<file path="src/rtl/rstboot_pkg.sv">
package rstboot_pkg;

    // Half of a state time: HIGH is the first half (clock output high).
    typedef enum logic {
        PH_HIGH = 1'b0,
        PH_LOW  = 1'b1
    } phase_e;

    function automatic phase_e phase_flip(input phase_e p);
        return (p == PH_HIGH) ? PH_LOW : PH_HIGH;
    endfunction

endpackage

</file>
<file path="src/rtl/rstboot_sync.sv">
module rstboot_sync #(
    parameter int   STAGES    = 2,
    parameter logic RST_LEVEL = 1'b0
) (
    input  logic clk,
    input  logic arst_n,
    input  logic din,
    output logic dout
);

    logic [STAGES-1:0] chain_d;
    logic [STAGES-1:0] chain_q;

    for (genvar i = 0; i < STAGES; i++) begin : g_stage
        if (i == 0) begin : g_first
            assign chain_d[i] = din;
        end else begin : g_next
            assign chain_d[i] = chain_q[i-1];
        end
    end

    always_ff @(posedge clk or negedge arst_n) begin
        if (!arst_n) begin
            chain_q <= {STAGES{RST_LEVEL}};
        end else begin
            chain_q <= chain_d;
        end
    end

    assign dout = chain_q[STAGES-1];

endmodule

</file>
<file path="src/rtl/rstboot_lowfilt.sv">
module rstboot_lowfilt #(
    parameter int MIN_LOW_STATES = 4
) (
    input  logic clk,
    input  logic arst_n,
    input  logic rst_s,
    input  logic ea_pin,
    output logic in_reset,
    output logic rel_pulse,
    output logic ea_latched
);

    localparam int LOW_CYC = 2 * MIN_LOW_STATES;
    localparam int CW      = (LOW_CYC > 1) ? $clog2(LOW_CYC) : 1;
    localparam logic [CW-1:0] CNT_TOP = CW'(LOW_CYC - 1);

    typedef struct packed {
        logic [CW-1:0] cnt;
        logic          in_rst;
        logic          ea;
    } lf_t;

    localparam lf_t LF_RST = '{cnt: '0, in_rst: 1'b1, ea: 1'b0};

    lf_t r_d;
    lf_t r_q;

    always_comb begin
        r_d = r_q;
        if (rst_s) begin
            r_d.cnt    = '0;
            r_d.in_rst = 1'b0;
        end else begin
            if (r_q.cnt == CNT_TOP) begin
                r_d.in_rst = 1'b1;
            end else begin
                r_d.cnt = r_q.cnt + 1'b1;
            end
        end
        if (r_q.in_rst) begin
            r_d.ea = ea_pin;
        end
    end

    always_ff @(posedge clk or negedge arst_n) begin
        if (!arst_n) begin
            r_q <= LF_RST;
        end else begin
            r_q <= r_d;
        end
    end

    assign in_reset   = r_q.in_rst;
    assign rel_pulse  = r_q.in_rst & rst_s;
    assign ea_latched = r_q.ea;

endmodule

</file>
<file path="src/rtl/rstboot_clkgen.sv">
module rstboot_clkgen
    import rstboot_pkg::*;
(
    input  logic clk,
    input  logic arst_n,
    input  logic realign,
    output logic clkout,
    output logic ph_last
);

    typedef struct packed {
        phase_e ph;
    } cg_t;

    cg_t r_d;
    cg_t r_q;

    always_comb begin
        r_d = r_q;
        if (realign) begin
            r_d.ph = PH_HIGH;
        end else begin
            r_d.ph = phase_flip(r_q.ph);
        end
    end

    always_ff @(posedge clk or negedge arst_n) begin
        if (!arst_n) begin
            r_q.ph <= PH_HIGH;
        end else begin
            r_q <= r_d;
        end
    end

    assign clkout  = (r_q.ph == PH_HIGH);
    assign ph_last = (r_q.ph == PH_LOW);

endmodule

</file>
<file path="src/rtl/rstboot_fsm.sv">
module rstboot_fsm #(
    parameter int BOOT_STATES = 10,
    parameter int CLR_STATE   = 0,
    parameter int FETCH_STATE = 1,
    parameter int DW          = 8
) (
    input  logic          clk,
    input  logic          arst_n,
    input  logic          in_reset,
    input  logic          rel_pulse,
    input  logic          ph_last,
    input  logic [DW-1:0] rd_data,
    input  logic          rd_valid,
    output logic          rd_req,
    output logic [DW-1:0] cfg_byte,
    output logic          cfg_load,
    output logic          psw_clr,
    output logic          pc_load
);

    localparam int ST_W = (BOOT_STATES > 1) ? $clog2(BOOT_STATES) : 1;
    localparam logic [ST_W-1:0] ST_LAST  = ST_W'(BOOT_STATES - 1);
    localparam logic [ST_W-1:0] ST_CLR   = ST_W'(CLR_STATE);
    localparam logic [ST_W-1:0] ST_FETCH = ST_W'(FETCH_STATE);

    typedef struct packed {
        logic            busy;
        logic [ST_W-1:0] st;
        logic            got;
        logic [DW-1:0]   cfg;
        logic            cfg_load;
    } fsm_t;

    localparam fsm_t FSM_RST = '{busy: 1'b0, st: '0, got: 1'b0, cfg: '0, cfg_load: 1'b0};

    fsm_t r_d;
    fsm_t r_q;
    logic req_w;
    logic run_w;

    assign run_w = r_q.busy & ~in_reset;
    assign req_w = run_w & ~r_q.got & (r_q.st >= ST_FETCH);

    always_comb begin
        r_d          = r_q;
        r_d.cfg_load = 1'b0;

        if (req_w && rd_valid) begin
            r_d.cfg      = rd_data;
            r_d.got      = 1'b1;
            r_d.cfg_load = 1'b1;
        end

        if (r_q.busy && ph_last) begin
            if (r_q.st == ST_LAST) begin
                if (r_q.got) begin
                    r_d.busy = 1'b0;
                end
            end else begin
                r_d.st = r_q.st + 1'b1;
            end
        end

        if (in_reset) begin
            r_d.busy = 1'b0;
        end

        if (rel_pulse) begin
            r_d.busy = 1'b1;
            r_d.st   = '0;
            r_d.got  = 1'b0;
        end
    end

    always_ff @(posedge clk or negedge arst_n) begin
        if (!arst_n) begin
            r_q <= FSM_RST;
        end else begin
            r_q <= r_d;
        end
    end

    assign rd_req   = req_w;
    assign cfg_byte = r_q.cfg;
    assign cfg_load = r_q.cfg_load;
    assign psw_clr  = run_w & (r_q.st == ST_CLR) & ~ph_last;
    assign pc_load  = run_w & (r_q.st == ST_LAST) & ph_last & r_q.got;

endmodule

</file>
<file path="src/rtl/rstboot_seq.sv">
module rstboot_seq #(
    parameter int            MIN_LOW_STATES = 4,
    parameter int            BOOT_STATES    = 10,
    parameter int            SYNC_STAGES    = 2,
    parameter int            CLR_STATE      = 0,
    parameter int            FETCH_STATE    = 1,
    parameter int            DW             = 8,
    parameter int            AW             = 16,
    parameter logic [AW-1:0] CFG_ADDR       = 16'h2018,
    parameter logic [AW-1:0] START_ADDR     = 16'h2080
) (
    input  logic          clk_osc,
    input  logic          arst_n,
    input  logic          rst_pin_n,
    input  logic          ea_pin,
    input  logic [DW-1:0] rd_data,
    input  logic          rd_valid,
    output logic          clkout,
    output logic          rd_req,
    output logic [AW-1:0] rd_addr,
    output logic [DW-1:0] cfg_byte,
    output logic          cfg_load,
    output logic          psw_clr,
    output logic          pc_load,
    output logic [AW-1:0] pc_value,
    output logic          ea_latched
);

    logic rst_s_w;
    logic in_reset_w;
    logic rel_pulse_w;
    logic ph_last_w;

    rstboot_sync #(
        .STAGES    (SYNC_STAGES),
        .RST_LEVEL (1'b0)
    ) u_sync (
        .clk    (clk_osc),
        .arst_n (arst_n),
        .din    (rst_pin_n),
        .dout   (rst_s_w)
    );

    rstboot_lowfilt #(
        .MIN_LOW_STATES (MIN_LOW_STATES)
    ) u_lowfilt (
        .clk        (clk_osc),
        .arst_n     (arst_n),
        .rst_s      (rst_s_w),
        .ea_pin     (ea_pin),
        .in_reset   (in_reset_w),
        .rel_pulse  (rel_pulse_w),
        .ea_latched (ea_latched)
    );

    rstboot_clkgen u_clkgen (
        .clk     (clk_osc),
        .arst_n  (arst_n),
        .realign (rel_pulse_w),
        .clkout  (clkout),
        .ph_last (ph_last_w)
    );

    rstboot_fsm #(
        .BOOT_STATES (BOOT_STATES),
        .CLR_STATE   (CLR_STATE),
        .FETCH_STATE (FETCH_STATE),
        .DW          (DW)
    ) u_fsm (
        .clk       (clk_osc),
        .arst_n    (arst_n),
        .in_reset  (in_reset_w),
        .rel_pulse (rel_pulse_w),
        .ph_last   (ph_last_w),
        .rd_data   (rd_data),
        .rd_valid  (rd_valid),
        .rd_req    (rd_req),
        .cfg_byte  (cfg_byte),
        .cfg_load  (cfg_load),
        .psw_clr   (psw_clr),
        .pc_load   (pc_load)
    );

    assign rd_addr  = CFG_ADDR;
    assign pc_value = START_ADDR;

endmodule

</file>
<file path="config.mk">
export PLATFORM = sky130hd
export DESIGN_NAME = rstboot_seq
export DESIGN_NICKNAME = d
export VERILOG_FILES = /design/src/rtl/rstboot_pkg.sv /design/src/rtl/rstboot_sync.sv /design/src/rtl/rstboot_lowfilt.sv /design/src/rtl/rstboot_clkgen.sv /design/src/rtl/rstboot_fsm.sv /design/src/rtl/rstboot_seq.sv
export SDC_FILE = /design/constraint.sdc
export NUM_CORES = 1
export LEC_CHECK = 0
export BUFFER_PORTS_ARGS = -buffer_cell sky130_fd_sc_hd__buf_4
export CAP_MARGIN = 20
export CORE_MARGIN = 3
export CORE_UTILIZATION = 50
export DETAILED_ROUTE_END_ITERATION = 10
export PLACE_DENSITY = 0.84
export SETUP_SLACK_MARGIN = 0.3
export SYNTH_ARGS = -nofsm -noshare
export SYNTH_HDL_FRONTEND = slang
export SYNTH_SLANG_ARGS = --single-unit
</file>
<file path="constraint.sdc">
create_clock -name clk_osc -period 3.6 [get_ports clk_osc]
set_clock_uncertainty 0.15 [all_clocks]
set_input_delay 0.18 -clock clk_osc [delete_from_list [all_inputs] [get_ports clk_osc]]
set_output_delay 0.18 -clock clk_osc [all_outputs]
set_load 0.05 [all_outputs]
</file>
==> results.cfg <==
[clock_network]
root_buffer = clkbuf_4
numCtsBuffers = 3
path_clk_slew_ps = 130
postCtsSetupRepairBufs = 0
clock_sinks = 23
htreeDepth = 1
cts_tree = built
insertion_delay_ps = 310
max-clock-path-buffers = 2

[critical_path]
worstPathMaxFanout = 7
r2r_start = u_fsm.r_q[10]
cp-start-kind = flop
path_class = reg -> out
cp.required_ps = 3270
r2r_cells = 6
end_kind = output port
arrival_ps = 1840
r2r_end = u_fsm.cfg_byte[3]
reg2reg_slack_ps = 1610

[synthesis]
synth_common_cells = 40 x buf_4, 22 x dfrtp_1, 8 x mux2_4, 6 x nor2_1, 5 x ha_1
synthArstFlopShare_pct = 100
synth_edf_count = 0
ys_warn_count = 0
synthDistinctLibCells = 29
synth_fa_ha_area_share_pct = 4.65
synth_top_family_by_area = buffers and inverters
syn_area_um2 = 1350
synth_xor_area_share_pct = 0.651
synth_most_common_cell = buf_4
netlist_instances = 121
ys_top_cells_by_area = dfrtp_1 41%, buf_4 22%, mux2_4 8.9%
ys_ff_latch = 23
ys_seq_area_share_pct = 42.9
yosys.area.top_type = dfrtp_1
synth_top_area_share_pct = 40.9
synth_mux_area_share_pct = 11.3
synth-simple-area-share_pct = 11.0
synth_compound_area_share_pct = 4.19
ys.flop_type = dfrtp_1
syn_area_per_cell_um2 = 11.1

[placed_design]
place_inst = 166
gp_congestion = 0.749
portBuffers = 26
dp_hpwl_um = 1650

[cells_and_area]
drive_gt1_share_pct = 29.1
syn2layout_area_growth_pct = 12.5
n_antenna_cell = 0
layout.cells.non_filler = 181
layout.nets = 170

[timing]
setup_viol = 0
setup_tns_ps = 0
fin_crit_ps = 2170
fmaxAchievable_mhz = 461
rsz0062_at_grt = no
drv_slew = 0
hold_violations = 0
fin_crit_sh_pct = 60.3

[detailed_routing]
vias = 809
ant_nets = 0
wl_per_cell_um = 13.0
totalWireLength_um = 2350
drt_iter0_drc = 26
via_per_inst = 4.47
drc = 0
dr.pass1.iters = 4

[run_status]
status = completed

[floorplan]
start_util_pct = 53.3
die_h_um = 57.9
num_rows = 18
dieArea_um2 = 3350
die_x_um = 57.9
ios = 59
design.core.area_um2 = 2520

[global_route]
antenna_found_initial = 0
grt_pass1_wl_um = 3730
grt_pass1_vias = 748
grt_max_degree = 24
grt_use_total_pct = 14.9
overflow = 0

[power]
clockPowerShare_pct = 11.5
p_int_uw = 551
switchingPower_uw = 474
p_comb_share_pct = 50.9
sequentialPowerShare_pct = 37.5
power_density_nw_per_um2 = 678
power.leakage_uw = 0.000786
swShare_pct = 46.2
vdd_drop_max_v = 0.000597

[flow_run]
maxCapViolCount = 0

[hold_path]
hp-class = in -> async
## layout make-up
cell class / count / area, µm²
Multi-Input combinational cell: 83 / 547
Tap cell: 30 / 37.5
Sequential cell: 23 / 577
Clock buffer: 3 / 22.5
Timing Repair Buffer: 38 / 313
Clock inverter: 1 / 5.00
Fill cell: 199 / 1010
Inverter: 3 / 11.3
## per-stage QoR
stage	utilization, %	hold WS (ps)	area, µm²	setup WS, ps	power (µW)
3_3_place_gp	54.5	-68.6	1380	1710	885
4_1_cts	60.0	157	1510	1410	1030
5_1_grt	60.0	157	1510	1250	1080
2_1_floorplan	-	-266	1460	1110	862
3_5_place_dp	54.5	-60.3	1380	1640	902
6_report	60.0	162	1510	1430	1030
## sequential cells by signal, summed over array words and instances (netlist names)
signal                cells
u_fsm.cfg_load            1
u_sync.chain_q            2
u_fsm.cfg_byte            8
u_fsm.r_q                 6
u_lowfilt.in_reset        1
u_clkgen.ph_last          1
u_lowfilt.r_q             3
u_lowfilt.ea_latched      1
## critical path: stages (launching register included)
cell     delay [ps]
dfrtp_1         440
inv_1           100
ha_1            180
and3b_1         300
nand2_1          80
nor3_1          190
buf_4           230
## repair_timing
action	4_1_cts	5_1_grt
gates resized for setup	0	0
hold buffers	11	0
endpoints found under the hold margin	33	0
## layer usage
| layer | global-route usage (%) | wire length [µm] |
|---|---|---|
| met3 | 5.12 | 157 |
| met4 | 3.31 | 40 |
| met1 | 19.0 | 896 |
| met5 | 0 | 0 |
| met2 | 24.5 | 1250 |
## layout by cell type, fill, tap and decap left out, drive strengths merged, types with 3 or more instances in the layout
master / synthesis / routed
mux2: 9 / 9
inv: 3 / 3
o21ai: 3 / 3
conb: 2 / 32
nand2: 4 / 4
ha: 5 / 5
nor2: 6 / 6
dlygate4sd3: 0 / 11
dfrtp: 22 / 22
clkbuf: 0 / 3
buf: 42 / 27
## how the worst max path moves through the flow
stage	startpoint	end	slack (ps)	cells after the start
5_1_grt	u_fsm.r_q[11]	pc_load	1250	6
3_5_place_dp	u_fsm.r_q[10]	u_fsm.cfg_byte[3]	1640	6
4_1_cts	u_fsm.r_q[11]	pc_load	1410	6
2_1_floorplan	u_fsm.r_q[10]	psw_clr	1110	4
6_report	u_fsm.r_q[11]	pc_load	1430	6
3_3_place_gp	u_fsm.r_q[10]	u_fsm.cfg_byte[4]	1710	6
## kinds of logic (layout without fill, tap and decap cells)
logic type	Yosys count	count (layout)
AND/OR/NAND/NOR	25	25
XOR/XNOR	1	1
flip-flops	23	23
multiplexers	11	11
adder cells (fa/ha/maj)	5	5
other	2	32
buffers and inverters	45	45
AO/OA/AOI/OAI	9	9
## power groups by stage
stage / combinational (µW) / clock, µW / sequential [µW]
floorplan: 481 / 0 / 381
global placement: 501 / 0 / 384
detailed placement: 514 / 0 / 388
CTS: 524 / 122 / 384
global route: 552 / 137 / 394
finish: 522 / 118 / 385
Power figures use the tool's default switching activity.
